### src/rtl/sleep_pkg.sv
package sleep_pkg;
  typedef enum logic [1:0] {
    ST_AWAKE    = 2'd0,
    ST_ENTERING = 2'd1,
    ST_ASLEEP   = 2'd2,
    ST_RECOVER  = 2'd3
  } slp_state_e;
endpackage

### src/rtl/sleep_sync.sv
module sleep_sync #(
  parameter int unsigned STAGES = 2
) (
  input  logic clk_i,
  input  logic rst_ni,
  input  logic d_i,
  output logic q_o
);
  logic [STAGES-1:0] chain_q;

  generate
    for (genvar g = 0; g < STAGES; g++) begin : g_stage
      if (g == 0) begin : g_first
        always_ff @(posedge clk_i or negedge rst_ni)
          if (!rst_ni) chain_q[0] <= 1'b0;
          else         chain_q[0] <= d_i;
      end else begin : g_next
        always_ff @(posedge clk_i or negedge rst_ni)
          if (!rst_ni) chain_q[g] <= 1'b0;
          else         chain_q[g] <= chain_q[g-1];
      end
    end
  endgenerate

  assign q_o = chain_q[STAGES-1];


  sync_rise_chk: assert property (@(posedge clk_i) disable iff (!rst_ni)
    $rose(q_o) |-> $past(chain_q[STAGES-2]));
endmodule

### src/rtl/sleep_fsm.sv
module sleep_fsm
  import sleep_pkg::*;
#(
  parameter int unsigned ENTRY_CYC = 2,
  parameter int unsigned EXIT_CYC  = 2
) (
  input  logic       clk_i,
  input  logic       rst_ni,
  input  logic       req_i,
  output slp_state_e state_o
);
  localparam int unsigned MAX_CYC = (ENTRY_CYC > EXIT_CYC) ? ENTRY_CYC : EXIT_CYC;
  localparam int unsigned CNT_W   = (MAX_CYC > 1) ? $clog2(MAX_CYC) : 1;
  localparam logic [CNT_W-1:0] ENTRY_LAST = CNT_W'(ENTRY_CYC - 1);
  localparam logic [CNT_W-1:0] EXIT_LAST  = CNT_W'(EXIT_CYC - 1);

  slp_state_e state_q, state_d;
  logic [CNT_W-1:0] cnt_q, cnt_d;

  always_comb begin
    state_d = state_q;
    cnt_d   = cnt_q;
    unique case (state_q)
      ST_AWAKE: begin
        cnt_d = '0;
        if (req_i) state_d = ST_ENTERING;
      end
      ST_ENTERING: begin
        // withdrawal beats completion
        if (!req_i) begin
          state_d = ST_RECOVER;
          cnt_d   = '0;
        end else if (cnt_q == ENTRY_LAST) begin
          state_d = ST_ASLEEP;
          cnt_d   = '0;
        end else begin
          cnt_d = cnt_q + 1'b1;
        end
      end
      ST_ASLEEP: begin
        cnt_d = '0;
        if (!req_i) state_d = ST_RECOVER;
      end
      ST_RECOVER: begin
        if (cnt_q == EXIT_LAST) begin
          state_d = ST_AWAKE;
          cnt_d   = '0;
        end else begin
          cnt_d = cnt_q + 1'b1;
        end
      end
      default: state_d = ST_AWAKE;
    endcase
  end

  always_ff @(posedge clk_i or negedge rst_ni) begin
    if (!rst_ni) begin
      state_q <= ST_AWAKE;
      cnt_q   <= '0;
    end else begin
      state_q <= state_d;
      cnt_q   <= cnt_d;
    end
  end

  assign state_o = state_q;


  asleep_from_entry_chk: assert property (@(posedge clk_i) disable iff (!rst_ni)
    (state_q == ST_ASLEEP && $past(state_q) != ST_ASLEEP) |-> $past(state_q) == ST_ENTERING);


  awake_from_recover_chk: assert property (@(posedge clk_i) disable iff (!rst_ni)
    (state_q == ST_AWAKE && $past(state_q) != ST_AWAKE) |-> $past(state_q) == ST_RECOVER);


  leave_asleep_chk: assert property (@(posedge clk_i) disable iff (!rst_ni)
    (state_q == ST_ASLEEP && !req_i) |=> state_q == ST_RECOVER);
endmodule

### src/rtl/sleep_err.sv
module sleep_err #(
  parameter int unsigned NUM_SEL = 3
) (
  input  logic               clk_i,
  input  logic               rst_ni,
  input  logic               req_seen_i,
  input  logic               recover_i,
  input  logic [NUM_SEL-1:0] sel_i,
  output logic               err_o
);
  logic err_q;
  logic sel_any;
  logic violation;

  assign sel_any   = |sel_i;
  assign violation = sel_any & (req_seen_i | recover_i);

  always_ff @(posedge clk_i or negedge rst_ni)
    if (!rst_ni)        err_q <= 1'b0;
    else if (violation) err_q <= 1'b1;

  assign err_o = err_q;


  err_sticky_chk: assert property (@(posedge clk_i) disable iff (!rst_ni)
    err_q |=> err_q);


  recover_sel_chk: assert property (@(posedge clk_i) disable iff (!rst_ni)
    (recover_i && sel_any) |=> err_q);


  err_cause_chk: assert property (@(posedge clk_i) disable iff (!rst_ni)
    $rose(err_q) |-> $past(sel_any));
endmodule

### src/rtl/sleep_seq_ctrl.sv
module sleep_seq_ctrl
  import sleep_pkg::*;
#(
  parameter int unsigned NUM_SEL     = 3,
  parameter int unsigned SYNC_STAGES = 2,
  parameter int unsigned ENTRY_CYC   = 2,
  parameter int unsigned EXIT_CYC    = 2
) (
  input  logic               clk_i,
  input  logic               rst_ni,
  input  logic               sleep_req_i,
  input  logic [NUM_SEL-1:0] sel_i,
  output logic               sleep_o,
  output logic               block_o,
  output logic               err_o
);
  logic       req_sync;
  slp_state_e state;

  sleep_sync #(.STAGES(SYNC_STAGES)) i_sync (
    .clk_i (clk_i),
    .rst_ni(rst_ni),
    .d_i   (sleep_req_i),
    .q_o   (req_sync)
  );

  sleep_fsm #(.ENTRY_CYC(ENTRY_CYC), .EXIT_CYC(EXIT_CYC)) i_fsm (
    .clk_i  (clk_i),
    .rst_ni (rst_ni),
    .req_i  (req_sync),
    .state_o(state)
  );

  sleep_err #(.NUM_SEL(NUM_SEL)) i_err (
    .clk_i     (clk_i),
    .rst_ni    (rst_ni),
    .req_seen_i(req_sync && state == ST_AWAKE),
    .recover_i (state == ST_RECOVER),
    .sel_i     (sel_i),
    .err_o     (err_o)
  );

  assign sleep_o = (state == ST_ASLEEP);
  assign block_o = (state != ST_AWAKE);


  sleep_blocks_chk: assert property (@(posedge clk_i) disable iff (!rst_ni)
    sleep_o |-> block_o);


  entry_latency_chk: assert property (@(posedge clk_i) disable iff (!rst_ni)
    $rose(sleep_o) |-> ($past(block_o) && $past(block_o, 2)));


  exit_keeps_block_chk: assert property (@(posedge clk_i) disable iff (!rst_ni)
    $fell(sleep_o) |-> block_o);
endmodule

### config.mk
export PLATFORM = sky130hd
export DESIGN_NAME = sleep_seq_ctrl
export DESIGN_NICKNAME = d
export VERILOG_FILES = /design/src/rtl/sleep_pkg.sv /design/src/rtl/sleep_sync.sv /design/src/rtl/sleep_fsm.sv /design/src/rtl/sleep_err.sv /design/src/rtl/sleep_seq_ctrl.sv
export SDC_FILE = /design/constraint.sdc
export NUM_CORES = 1
export LEC_CHECK = 0
export ABC_AREA = 1
export BUFFER_PORTS_ARGS = -buffer_cell sky130_fd_sc_hd__buf_2
export CORE_AREA = 4 4 41 43
export DETAILED_ROUTE_END_ITERATION = 8
export DIE_AREA = 0 0 45 47
export MAX_ROUTING_LAYER = met4
export SLEW_MARGIN = 5
export SYNTH_ARGS = -nofsm -noshare
export SYNTH_HDL_FRONTEND = slang
export SYNTH_HIERARCHICAL = 1
export SYNTH_SLANG_ARGS = --single-unit
### constraint.sdc
create_clock -name clk_i -period 1.35 [get_ports clk_i]
set_input_delay 0.0675 -clock clk_i [delete_from_list [all_inputs] [get_ports clk_i]]
set_output_delay 0.0675 -clock clk_i [all_outputs]
set_load 0.01 [all_outputs]
=== Yosys cells after proc, flatten, opt, wreduce, memory -nomap -nowiden ===
Index checks and enable logic that the tools add are counted.
Widths: inputs -> output; s select.

* Register bits: 6
* Input bits: 6
* Output and inout bits: 3
* Word-level logic and storage cells: 30

* $add $sub $neg: 1
* Equality and inequality tests: 7
* Mux-type cells: 9
* Bitwise gates (word level): 2
* Reductions and logical operators: 6

{| class="wikitable"
|+ Operator list
! cell !! number
|-
| $mux 2 || 5
|-
| $pmux 2 s4 || 1
|-
| $eq 2x2->1 const B || 2
|-
| $ne 2x2->1 const B || 2
|-
| $reduce_and 4->1 || 1
|-
| $ne 3x2->1 const B || 1
|-
| $pmux 1 s3 || 1
|-
| $reduce_or 3->1 || 1
|-
| $eq 2x1->1 const B || 1
|-
| $logic_not 2->1 || 1
|-
| $mux 1 || 2
|-
| $ne 2x1->1 const B || 1
|-
| $reduce_bool 2->1 || 1
|-
| $reduce_or 2->1 || 1
|-
| $add 1x1->1 const B || 1
|-
| $and 1x1->1 || 1
|-
| $logic_and 1x1->1 || 1
|-
| $or 1x1->1 || 1
|}

=== Longest topological paths before layout ===
Gate-level depths: netlist of run 1.

* Word-level depth: 4
* Gate-level depth with buffers: 8
* Gate-level depth less buffers: 8

=== Cells and area by module ===
Netlist of run 1, hierarchy kept.

{| class="wikitable"
|+ Modules (own cells, without submodules)
! module !! times used !! cells an instance !! area an instance (um^2) !! seq. area each (um^2)
|-
| sleep_fsm || 1 || 37 || 272.8 || 75.1
|-
| sleep_err || 1 || 8 || 53.8 || 25.0
|-
| sleep_sync || 1 || 2 || 50.0 || 50.0
|-
| sleep_seq_ctrl || 1 || 8 || 35.0 || 0.0
|}

=== Worst setup path after synthesis of run 1 ===
OpenSTA, ideal clock, no wires.

* Path kind: register -> register
* Start: reg i_fsm.state_q[0] (netlist: i_fsm/state_o[0])
* End: reg i_fsm.state_q[0] (netlist: i_fsm/state_o[0])
* Library setup time: 116 ps
* Arrival time: 1114 ps
* Data required time: 1234 ps
* Slack: 120 ps
* Stages on the path, launching flop included: 9
* Buffers on the path: 0
* Clock period less this slack: 1230 ps
* Cell sequence: dfrtp_1 -> inv_1 -> ha_1 -> inv_1 -> nand2_1 -> nand2_2 -> nand3_2 -> nand2_1 -> nand2_1

* Longest elaborated chain between the ends: 3
* Elaborated cells between the ends (all ways): 10
* Classes of those cells: eq/ne: 7; mux: 1; reduce/logical: 2

{| class="wikitable"
|+ Ends and longest elaborated chain
! what !! RTL line !! text
|-
| from (decl) || sleep_fsm.sv:17 || <nowiki>slp_state_e state_q, state_d;</nowiki>
|-
| from (signal assigned) || sleep_fsm.sv:61 || <nowiki>state_q <= state_d;</nowiki>
|-
| $eq 2x1->1 (tied with other cells) || sleep_fsm.sv:23 || <nowiki>unique case (state_q)</nowiki>
|-
| $ne 3x2->1 (no source line) (tied with other cells) || n/a ||
|-
| $reduce_and 4->1 (no source line) || n/a ||
|}

Several ways; a longest one is shown, not always the timed one.
A chain may end at the register's enable or synchronous reset.

=== Worst setup path in the final report of run 1 ===
Ends and elaborated chain as after synthesis.

==> flow_summary.json, run 1 <==
{
  "status": "completed",
  "layout_common_cells": "16 x nand2_1, 9 x inv_1, 8 x buf_2",
  "ys_types": 14,
  "p_per_area_nw_per_um2": 1896,
  "insertion_delay_ns": 0.23,
  "critPathSlowestCell": "dfrtp_2",
  "drt_wl_total_um": 719,
  "seqCellArea_um2": 152.6,
  "drt_iter0_markers": 7,
  "fillers": 140,
  "cts_buffers": 3,
  "crit_fanout": 6,
  "arrival_ns": 1.43,
  "diodes": 0,
  "multi_input_area_um2": 219.0,
  "hpwlAfterDp_um": 529.9,
  "skew_ns": 0.002047,
  "ys_ff_latch": 6,
  "yosys_warnings": 6,
  "routedWlPerCell_um": 8.560,
  "grt_max_degree": 8,
  "antenna_found_initial": 0,
  "pwr-share-comb_pct": 54.3,
  "cpPeakStageDelay_ns": 0.44,
  "start_util_pct": 31.63,
  "die_h_um": 47,
  "nets": 83,
  "syn-cell-area_um2": 411.6,
  "cp-start-kind": "flop",
  "drtPass1Iterations": 3,
  "min_period_over_period_pct": 93.22,
  "rsz0062_at_grt": "false",
  "drc_errors": 0,
  "ant_nets": 0,
  "gr-total-overflow": 0,
  "port_buffers": 8,
  "slew_violations": 0,
  "fp-row-count": 13,
  "yosysSeqAreaShare_pct": 36.47,
  "required_ns": 1.52,
  "routed_via_density": 3.976,
  "synth_nets": 67,
  "hold_viol": 0,
  "cts_root_buf": "clkbuf_4",
  "core_area_um2": 1301,
  "die_w_um": 45,
  "critPathTopFamily": "flip-flops",
  "path_class": "reg -> reg",
  "hold_path.class": "in -> reg",
  "h-tree-depth": 1,
  "post-route-min-period_ns": 1.258,
  "cts_tree": "built",
  "setup-tns-final_ns": 0,
  "ctsLongestPathBuffers": 2,
  "die_area_um2": 2115,
  "fmax_mhz": 794.6,
  "p_switching_uw": 435.3,
  "synth_cells": 55,
  "cellLeakagePower_nw": 0.3089,
  "cts_sinks": 6,
  "grt_pass1_wl_um": 1193,
  "finalSetupViolations": 0,
  "cp_common_cell": "nand2_1",
  "swShare_pct": 43.70,
  "maxSlewHeadroom_pct": 88.17,
  "p_int_uw": 560.9,
  "grt_pass1_vias": 271,
  "critPathCaptureType": "flop",
  "avgSynthCellArea_um2": 7.484,
  "drv_cap": 0,
  "crit_path_cell_trace": "buf_4 > ha_1 > nand2_2 > nand2_1 > nor2_1 > nand2_1 > nand2_1",
  "ios": 9,
  "final_common_cell": "nand2_1",
  "clockPowerShare_pct": 15.5,
  "area_growth_pct": 27.66,
  "track_usage_pct": 7.964,
  "path_clk_slew_ns": 0.04,
  "drive_gt1_share_pct": 31.88,
  "seqPwrFrac_pct": 30.2,
  "vdd_drop_max_mv": 0.8262,
  "worst_slew_pin_slew_ns": 0.1774,
  "globalplace.congestion": 0.7275,
  "crit_buf_inv": 1,
  "vias": 334,
  "total_power_uw": 996.2
}
==> routing by layer <==
| layer | routed length, µm | share of wire, % | up-vias | track usage, % |
|---|---|---|---|---|
| li1 | - | - | 191 | - |
| met1 | 359 | 50 | 139 | 10.65 |
| met2 | 335 | 47 | 4 | 11.02 |
| met3 | 23 | 3.2 | 0 | 2.299 |
| met4 | 0 | 0 | 0 | 3.509 |
| met5 | 0 | 0 | - | - |
==> cell families after synthesis <==
logic type	count (synthesis)	share of synthesized area (%)
buf+inv	12	10.94
flops	6	36.47
fa+ha+maj	6	18.24
compound gates	2	2.429
simple gates	29	31.92
==> cell usage after synthesis, drive strengths merged <==
master | number | area (µm²)
nand2 | 19 | 76.32
inv | 12 | 45.05
dfrtp | 6 | 150.1
ha | 6 | 75.07
nand3 | 4 | 25.02
nor2 | 4 | 17.52
a21oi | 1 | 5.000
nand4 | 1 | 6.260
o21ai | 1 | 5.000
or2 | 1 | 6.260
==> power by group through the flow <==
stage               clock network (mW)  registers (mW)  logic (mW)
global placement                     0           0.292       0.518
detailed placement                   0           0.292       0.524
finish                           0.155           0.300       0.541
global route                     0.170           0.306       0.639
floorplan                            0           0.288       0.384
CTS                              0.165           0.289       0.530
==> timing repair <==
action                                 4_1_cts  5_1_grt
endpoints found under the hold margin        7        0
hold buffers                                 2        0
buffers inserted                             0        0
setup endpoints to repair                    0        2
gates resized for setup                      0        4
==> flip-flops by register name, indices dropped and copies added (netlist names) <==
name	count
i_err/err_o	1
i_fsm/state_o	2
i_sync/chain_q	1
i_fsm/cnt_q	1
i_sync/q_o	1
==> final cells by class <==
cell class	count	area share (%)
clock buffers	3	4.286
inverters	12	8.571
flip-flops and latches	6	29.05
multi-input cells	37	41.67
well taps	15	3.571
repair buffers	11	12.86
==> through the flow <==
stage / worst slack [ns] / hold WS [ns] / utilization [%] / cells / cell area (µm²)
after detailed placement: 0.05067 / -0.1070 / 36.73 / 79 / 478.0
final: 0.09154 / 0.1100 / 40.38 / 84 / 525.5
after global placement: 0.05047 / -0.1085 / 36.73 / 79 / 478.0
after floorplan: 0.1199 / -0.2281 / - / 55 / 411.6
after CTS: 0.04250 / 0.1031 / 40.00 / 84 / 520.5
after global routing: 0.01026 / 0.1340 / 40.38 / 84 / 525.5
==> worst reg2reg max path, delay by kind of cell, from the launching register on <==
kind	cells	cell delay [ns]
flip-flops	1	0.44
AND/OR/NAND/NOR	5	0.39
adder cells (fa/ha/maj)	1	0.20
buffers and inverters	1	0.16
==> worst paths after layout <==
| check | startpoint | end | slack [ns] | depth (start not counted) |
|---|---|---|---|---|
| worst max-delay path | i_fsm/state_o[0] | i_fsm/state_o[0] | 0.09 | 7 |
| worst min-delay path | sel_i[0] | i_err/err_o | 0.11 | 5 |
| worst max register to register | i_fsm/state_o[0] | i_fsm/state_o[0] | 0.09 | 7 |
| worst min register to register | i_sync/chain_q[0] | i_sync/q_o | 0.35 | 0 |
| max in group asynchronous | rst_ni | i_fsm/state_o[1] | 1.00 | 2 |
| min in group asynchronous | rst_ni | i_fsm/cnt_q | 0.20 | 2 |
Note: power is estimated with default switching activity, not from simulation.
==> run 2, diff against run 1 <==
--- a/config.mk
+++ b/config.mk
@@ -6,7 +6,7 @@
 export NUM_CORES = 1
 export LEC_CHECK = 0
 export ABC_AREA = 1
-export BUFFER_PORTS_ARGS = -buffer_cell sky130_fd_sc_hd__buf_2
+export BUFFER_PORTS_ARGS = -buffer_cell sky130_fd_sc_hd__clkbuf_2
 export CORE_AREA = 4 4 41 43
 export DETAILED_ROUTE_END_ITERATION = 8
 export DIE_AREA = 0 0 45 47
==> run 2 against run 1 <==
Net effect: register-to-register slack is essentially flat; hold slack improved by 0.0099 ns; critical endpoint unchanged; core utilization stayed put; maximum frequency increased by 0.81%; sequential power fell by 2%; clock-buffer cell count did not move; final cell count is the same; final area did not move.
==> flow_summary.json, run 2 (synthesized netlist as in run 1, its figures left out) <==
{
  "grt_max_degree": 8,
  "cp-start-kind": "flop",
  "worst_slew_pin_slew_ns": 0.1948,
  "fmax_mhz": 801.1,
  "cts_tree": "built",
  "routed_via_density": 4.167,
  "dpl_worst_slack_ns": 0.06059,
  "cts_root_buf": "clkbuf_4",
  "timing.final.ws_setup_ns": 0.1017,
  "start_util_pct": 31.63,
  "rsz0062_at_grt": "false",
  "die_h_um": 47,
  "fp-row-count": 13,
  "r2r-end": "i_fsm/state_o[0]",
  "gr-total-overflow": 0,
  "largest_register_ffs": 2,
  "grt_pass1_wl_um": 1131,
  "diodes": 0,
  "layout_common_cells": "16 x nand2_1, 10 x inv_1, 8 x clkbuf_2",
  "drive_gt1_share_pct": 30.43,
  "arrival_ns": 1.42,
  "port_buffers": 8,
  "rr_worst_depth": 7,
  "rrSetupSlack_ns": 0.10,
  "slew_violations": 0,
  "drt_wl_total_um": 717,
  "hold_path.class": "in -> reg",
  "cellLeakagePower_nw": 0.3123,
  "drtPass1Iterations": 2,
  "die_area_um2": 2115,
  "globalplace.congestion": 0.7043,
  "path_clk_slew_ns": 0.04,
  "hold_viol": 0,
  "track_usage_pct": 7.459,
  "finalSetupViolations": 0,
  "cts_sinks": 6,
  "crit_path_end": "i_fsm/state_o[0]",
  "ctsLongestPathBuffers": 2,
  "final_common_cell": "nand2_1",
  "insertion_delay_ns": 0.23,
  "skew_ns": 0.002254,
  "min_path_cells": 5,
  "area_growth_pct": 27.66,
  "total_power_uw": 986.2,
  "drt_iter0_markers": 2,
  "required_ns": 1.52,
  "drc_errors": 0,
  "p_per_area_nw_per_um2": 1877,
  "drv_cap": 0,
  "r2r-start": "i_fsm/state_o[0]",
  "hpwlAfterDp_um": 588.1,
  "setup-tns-final_ns": 0,
  "core_area_um2": 1301,
  "grt_pass1_vias": 283,
  "post-route-min-period_ns": 1.248,
  "startpoint": "i_fsm/state_o[0]",
  "ios": 9,
  "critPathCaptureType": "flop",
  "status": "completed",
  "routedWlPerCell_um": 8.536,
  "h-tree-depth": 1,
  "nets": 83,
  "die_w_um": 45,
  "min_period_over_period_pct": 92.47,
  "maxSlewHeadroom_pct": 87.01,
  "dpl.cell_count": 79,
  "ant_nets": 0,
  "antenna_found_initial": 0,
  "path_class": "reg -> reg",
  "cts_buffers": 3,
  "vdd_drop_max_mv": 0.6600,
  "crit_fanout": 6,
  "stdcell_count": 84,
  "vias": 350
}
-- run 2: cell count changes in the layout (fill, tap and decap cells not counted) --
cell	change
buf_2	-8
inv_2	-1
inv_1	+1
clkbuf_2	+8
-- run 2: worst min-delay path by stage --
stage             start           to
2_1_floorplan    rst_ni  i_err/err_o
3_3_place_gp     rst_ni  i_err/err_o
3_5_place_dp     rst_ni  i_err/err_o
4_1_cts        sel_i[0]  i_err/err_o
5_1_grt        sel_i[0]  i_err/err_o
6_report       sel_i[0]  i_err/err_o
-- run 2: critical path, stage by stage (launching register included) --
cell and delay, ns:
dfrtp_2 0.44, buf_4 0.16, ha_1 0.20, nand2_2 0.11
nand2_1 0.06, nor2_1 0.11, nand2_1 0.06, nand2_1 0.05
-- run 2: area by class of cell --
type / count / area [µm²]
clock buffers: 3 / 22.52
fillers: 140 / 775.7
inverters: 12 / 45.04
multi-input cells: 37 / 219.0
flip-flops and latches: 6 / 152.6
well taps: 15 / 18.77
repair buffers: 11 / 67.56
-- run 2: where the power goes --
group / internal [mW] / switching [mW] / total [mW]
Sequential: 0.234 / 0.0604 / 0.294
Clock: 0.100 / 0.0569 / 0.157
Combinational: 0.223 / 0.312 / 0.535
-- run 2: what timing repair did --
item / 4_1_cts / 5_1_grt
gates resized for setup: 0 / 3
hold endpoints to repair: 7 / 0
hold buffers: 2 / 0
setup buffers: 0 / 0
setup endpoints to repair: 0 / 2
-- run 2: metal layers --
layer | vias to the layer above | wire length (µm) | track usage [%]
met5 | - | 0 | -
met4 | 0 | 0 | 1.754
met3 | 0 | 23 | 3.448
met2 | 4 | 365 | 11.86
met1 | 154 | 327 | 8.525
li1 | 192 | - | -
-- run 2: per-stage QoR --
| step | utilization [%] | area, µm² | hold slack (ns) |
|---|---|---|---|
| 6_report | 40.38 | 525.5 | 0.1199 |
| 2_1_floorplan | - | 411.6 | -0.2281 |
| 4_1_cts | 40.00 | 520.5 | 0.1224 |
| 3_5_place_dp | 36.73 | 478.0 | -0.09893 |
| 5_1_grt | 40.38 | 525.5 | 0.1335 |
| 3_3_place_gp | 36.73 | 478.0 | -0.1039 |
==> run 3, diff against run 2 <==
==> constraint.sdc (replaced) <==
create_clock -name clk_i -period 1.35 [get_ports clk_i]
set_input_delay 0.0675 -clock clk_i [delete_from_list [all_inputs] [get_ports clk_i]]
set_output_delay 0.0675 -clock clk_i [all_outputs]
set_load 0.05 [all_outputs]
==> run 3 against run 2 <==
Net effect: global-route usage stayed put; sequential power is essentially flat; worst setup slack worse by 0.0036 ns; hold slack unchanged; sequential cell count is the same; clock skew is the same; power grew 9.7%; final cell count stayed put; maximum frequency decreased by 0.29%; non-clock buffer count is the same; via count unchanged; combinational power rose by 18%; highest routed layer unchanged.
==> flow_summary.json, run 3 (synthesized netlist as in run 1, its figures left out) <==
{
  "die_w_um": 45,
  "port_buffers": 8,
  "rr_worst_depth": 7,
  "maxSlewHeadroom_pct": 81.65,
  "nets": 83,
  "grt_max_degree": 8,
  "routed_via_density": 4.167,
  "h-tree-depth": 1,
  "cts_root_buf": "clkbuf_4",
  "arrival_ns": 1.18,
  "p_per_area_nw_per_um2": 2058,
  "dpl.cell_count": 79,
  "die_area_um2": 2115,
  "post-route-min-period_ns": 1.252,
  "drt_iter0_markers": 2,
  "hold_viol": 0,
  "cp-start-kind": "flop",
  "crit_fanout": 6,
  "routedWlPerCell_um": 8.524,
  "timing.final.ws_setup_ns": 0.09806,
  "drv_cap": 0,
  "final_common_cell": "nand2_1",
  "min_period_over_period_pct": 92.74,
  "fillers": 140,
  "finalSetupViolations": 0,
  "holdPathEnd": "i_err/err_o",
  "ant_nets": 0,
  "hpwlAfterDp_um": 588.1,
  "insertion_delay_ns": 0.23,
  "skew_ns": 0.002254,
  "rrSetupSlack_ns": 0.1,
  "vias": 350,
  "drc_errors": 0,
  "min_path_cells": 5,
  "cts_sinks": 6,
  "drt_wl_total_um": 716,
  "layout_common_cells": "16 x nand2_1, 10 x inv_1, 7 x clkbuf_2",
  "min-delay-start": "sel_i[0]",
  "cts_tree": "built",
  "diodes": 0,
  "antenna_found_initial": 0,
  "die_h_um": 47,
  "fmax_mhz": 798.8,
  "r2r-end": "i_fsm/state_o[0]",
  "postCtsSetupRepairBufs": 0,
  "grt_pass1_wl_um": 1131,
  "rsz0062_at_grt": "false",
  "area_growth_pct": 27.66,
  "globalplace.congestion": 0.7043,
  "worst_slew_pin_slew_ns": 0.2764,
  "fp-row-count": 13,
  "vdd_drop_max_mv": 0.7068,
  "hold_path.class": "in -> reg",
  "ctsLongestPathBuffers": 2,
  "cellLeakagePower_nw": 0.3127,
  "cts_buffers": 3,
  "core_area_um2": 1301,
  "status": "completed",
  "drive_gt1_share_pct": 30.43,
  "start_util_pct": 31.63,
  "stdcell_count": 84,
  "gr-total-overflow": 0,
  "hold_slack_ns": 0.1199,
  "slew_violations": 0,
  "largest_register_ffs": 2,
  "ios": 9,
  "r2r-start": "i_fsm/state_o[0]",
  "critPathCaptureType": "primary output",
  "setup-tns-final_ns": 0,
  "required_ns": 1.28,
  "grt_pass1_vias": 283,
  "dpl_worst_slack_ns": 0.06059,
  "path_clk_slew_ns": 0.04,
  "total_power_mw": 1.082,
  "track_usage_pct": 7.459,
  "drtPass1Iterations": 2,
  "path_class": "reg -> out"
}
[run 3: changes by cell type in the layout (fill, tap and decap cells not counted)]
cell,previous run,this run
buf_2,0,1
clkbuf_2,8,7
[run 3: power by group]
part / total, mW / switching, mW / internal [mW]
registers: 0.294 / 0.0604 / 0.234
clock network: 0.157 / 0.0569 / 0.100
logic: 0.630 / 0.407 / 0.223
[run 3: layout make-up]
cell class | count | area (µm²) | share of cell area (%)
inverters | 12 | 45.04 | 8.571
repair buffers | 11 | 67.56 | 12.86
multi-input cells | 37 | 219.0 | 41.67
well taps | 15 | 18.77 | 3.571
flip-flops and latches | 6 | 152.6 | 29.05
clock buffers | 3 | 22.52 | 4.286
[run 3: how the worst max path moves through the flow]
| stage | slack, ns | end | from | cells past startpoint |
|---|---|---|---|---|
| 2_1_floorplan | 0.12 | i_fsm/state_o[0] | i_fsm/state_o[0] | 8 |
| 3_3_place_gp | 0.04 | i_fsm/state_o[0] | i_fsm/state_o[0] | 7 |
| 3_5_place_dp | 0.06 | i_fsm/state_o[0] | i_fsm/state_o[0] | 7 |
| 4_1_cts | 0.04 | sleep_o | i_fsm/state_o[0] | 3 |
| 5_1_grt | 0.01 | i_fsm/state_o[0] | i_fsm/state_o[1] | 7 |
| 6_report | 0.1 | sleep_o | i_fsm/state_o[0] | 3 |
[run 3: worst max-delay path, cell delays in order (launching register included)]
cell     delay, ns
dfrtp_2       0.44
buf_4         0.16
nor2_1        0.09
buf_2         0.26
[run 3: repair_timing]
action	in CTS	in global routing
setup endpoints to repair	0	4
gates resized for setup	0	4
hold buffers	2	0
endpoints found under the hold margin	7	0
[run 3: per-layer routing]
metal	wire length, µm	up-vias	track usage [%]
met5	0	-	-
met4	0	0	1.754
met3	24	0	3.448
met2	365	4	11.86
met1	327	154	8.525
li1	-	192	-
[run 3: stage by stage]
step | area, µm² | util, %
floorplan | 411.6 | -
global placement | 478.0 | 36.73
detailed placement | 478.0 | 36.73
CTS | 520.5 | 40.00
global route | 525.5 | 40.38
finish | 525.5 | 40.38
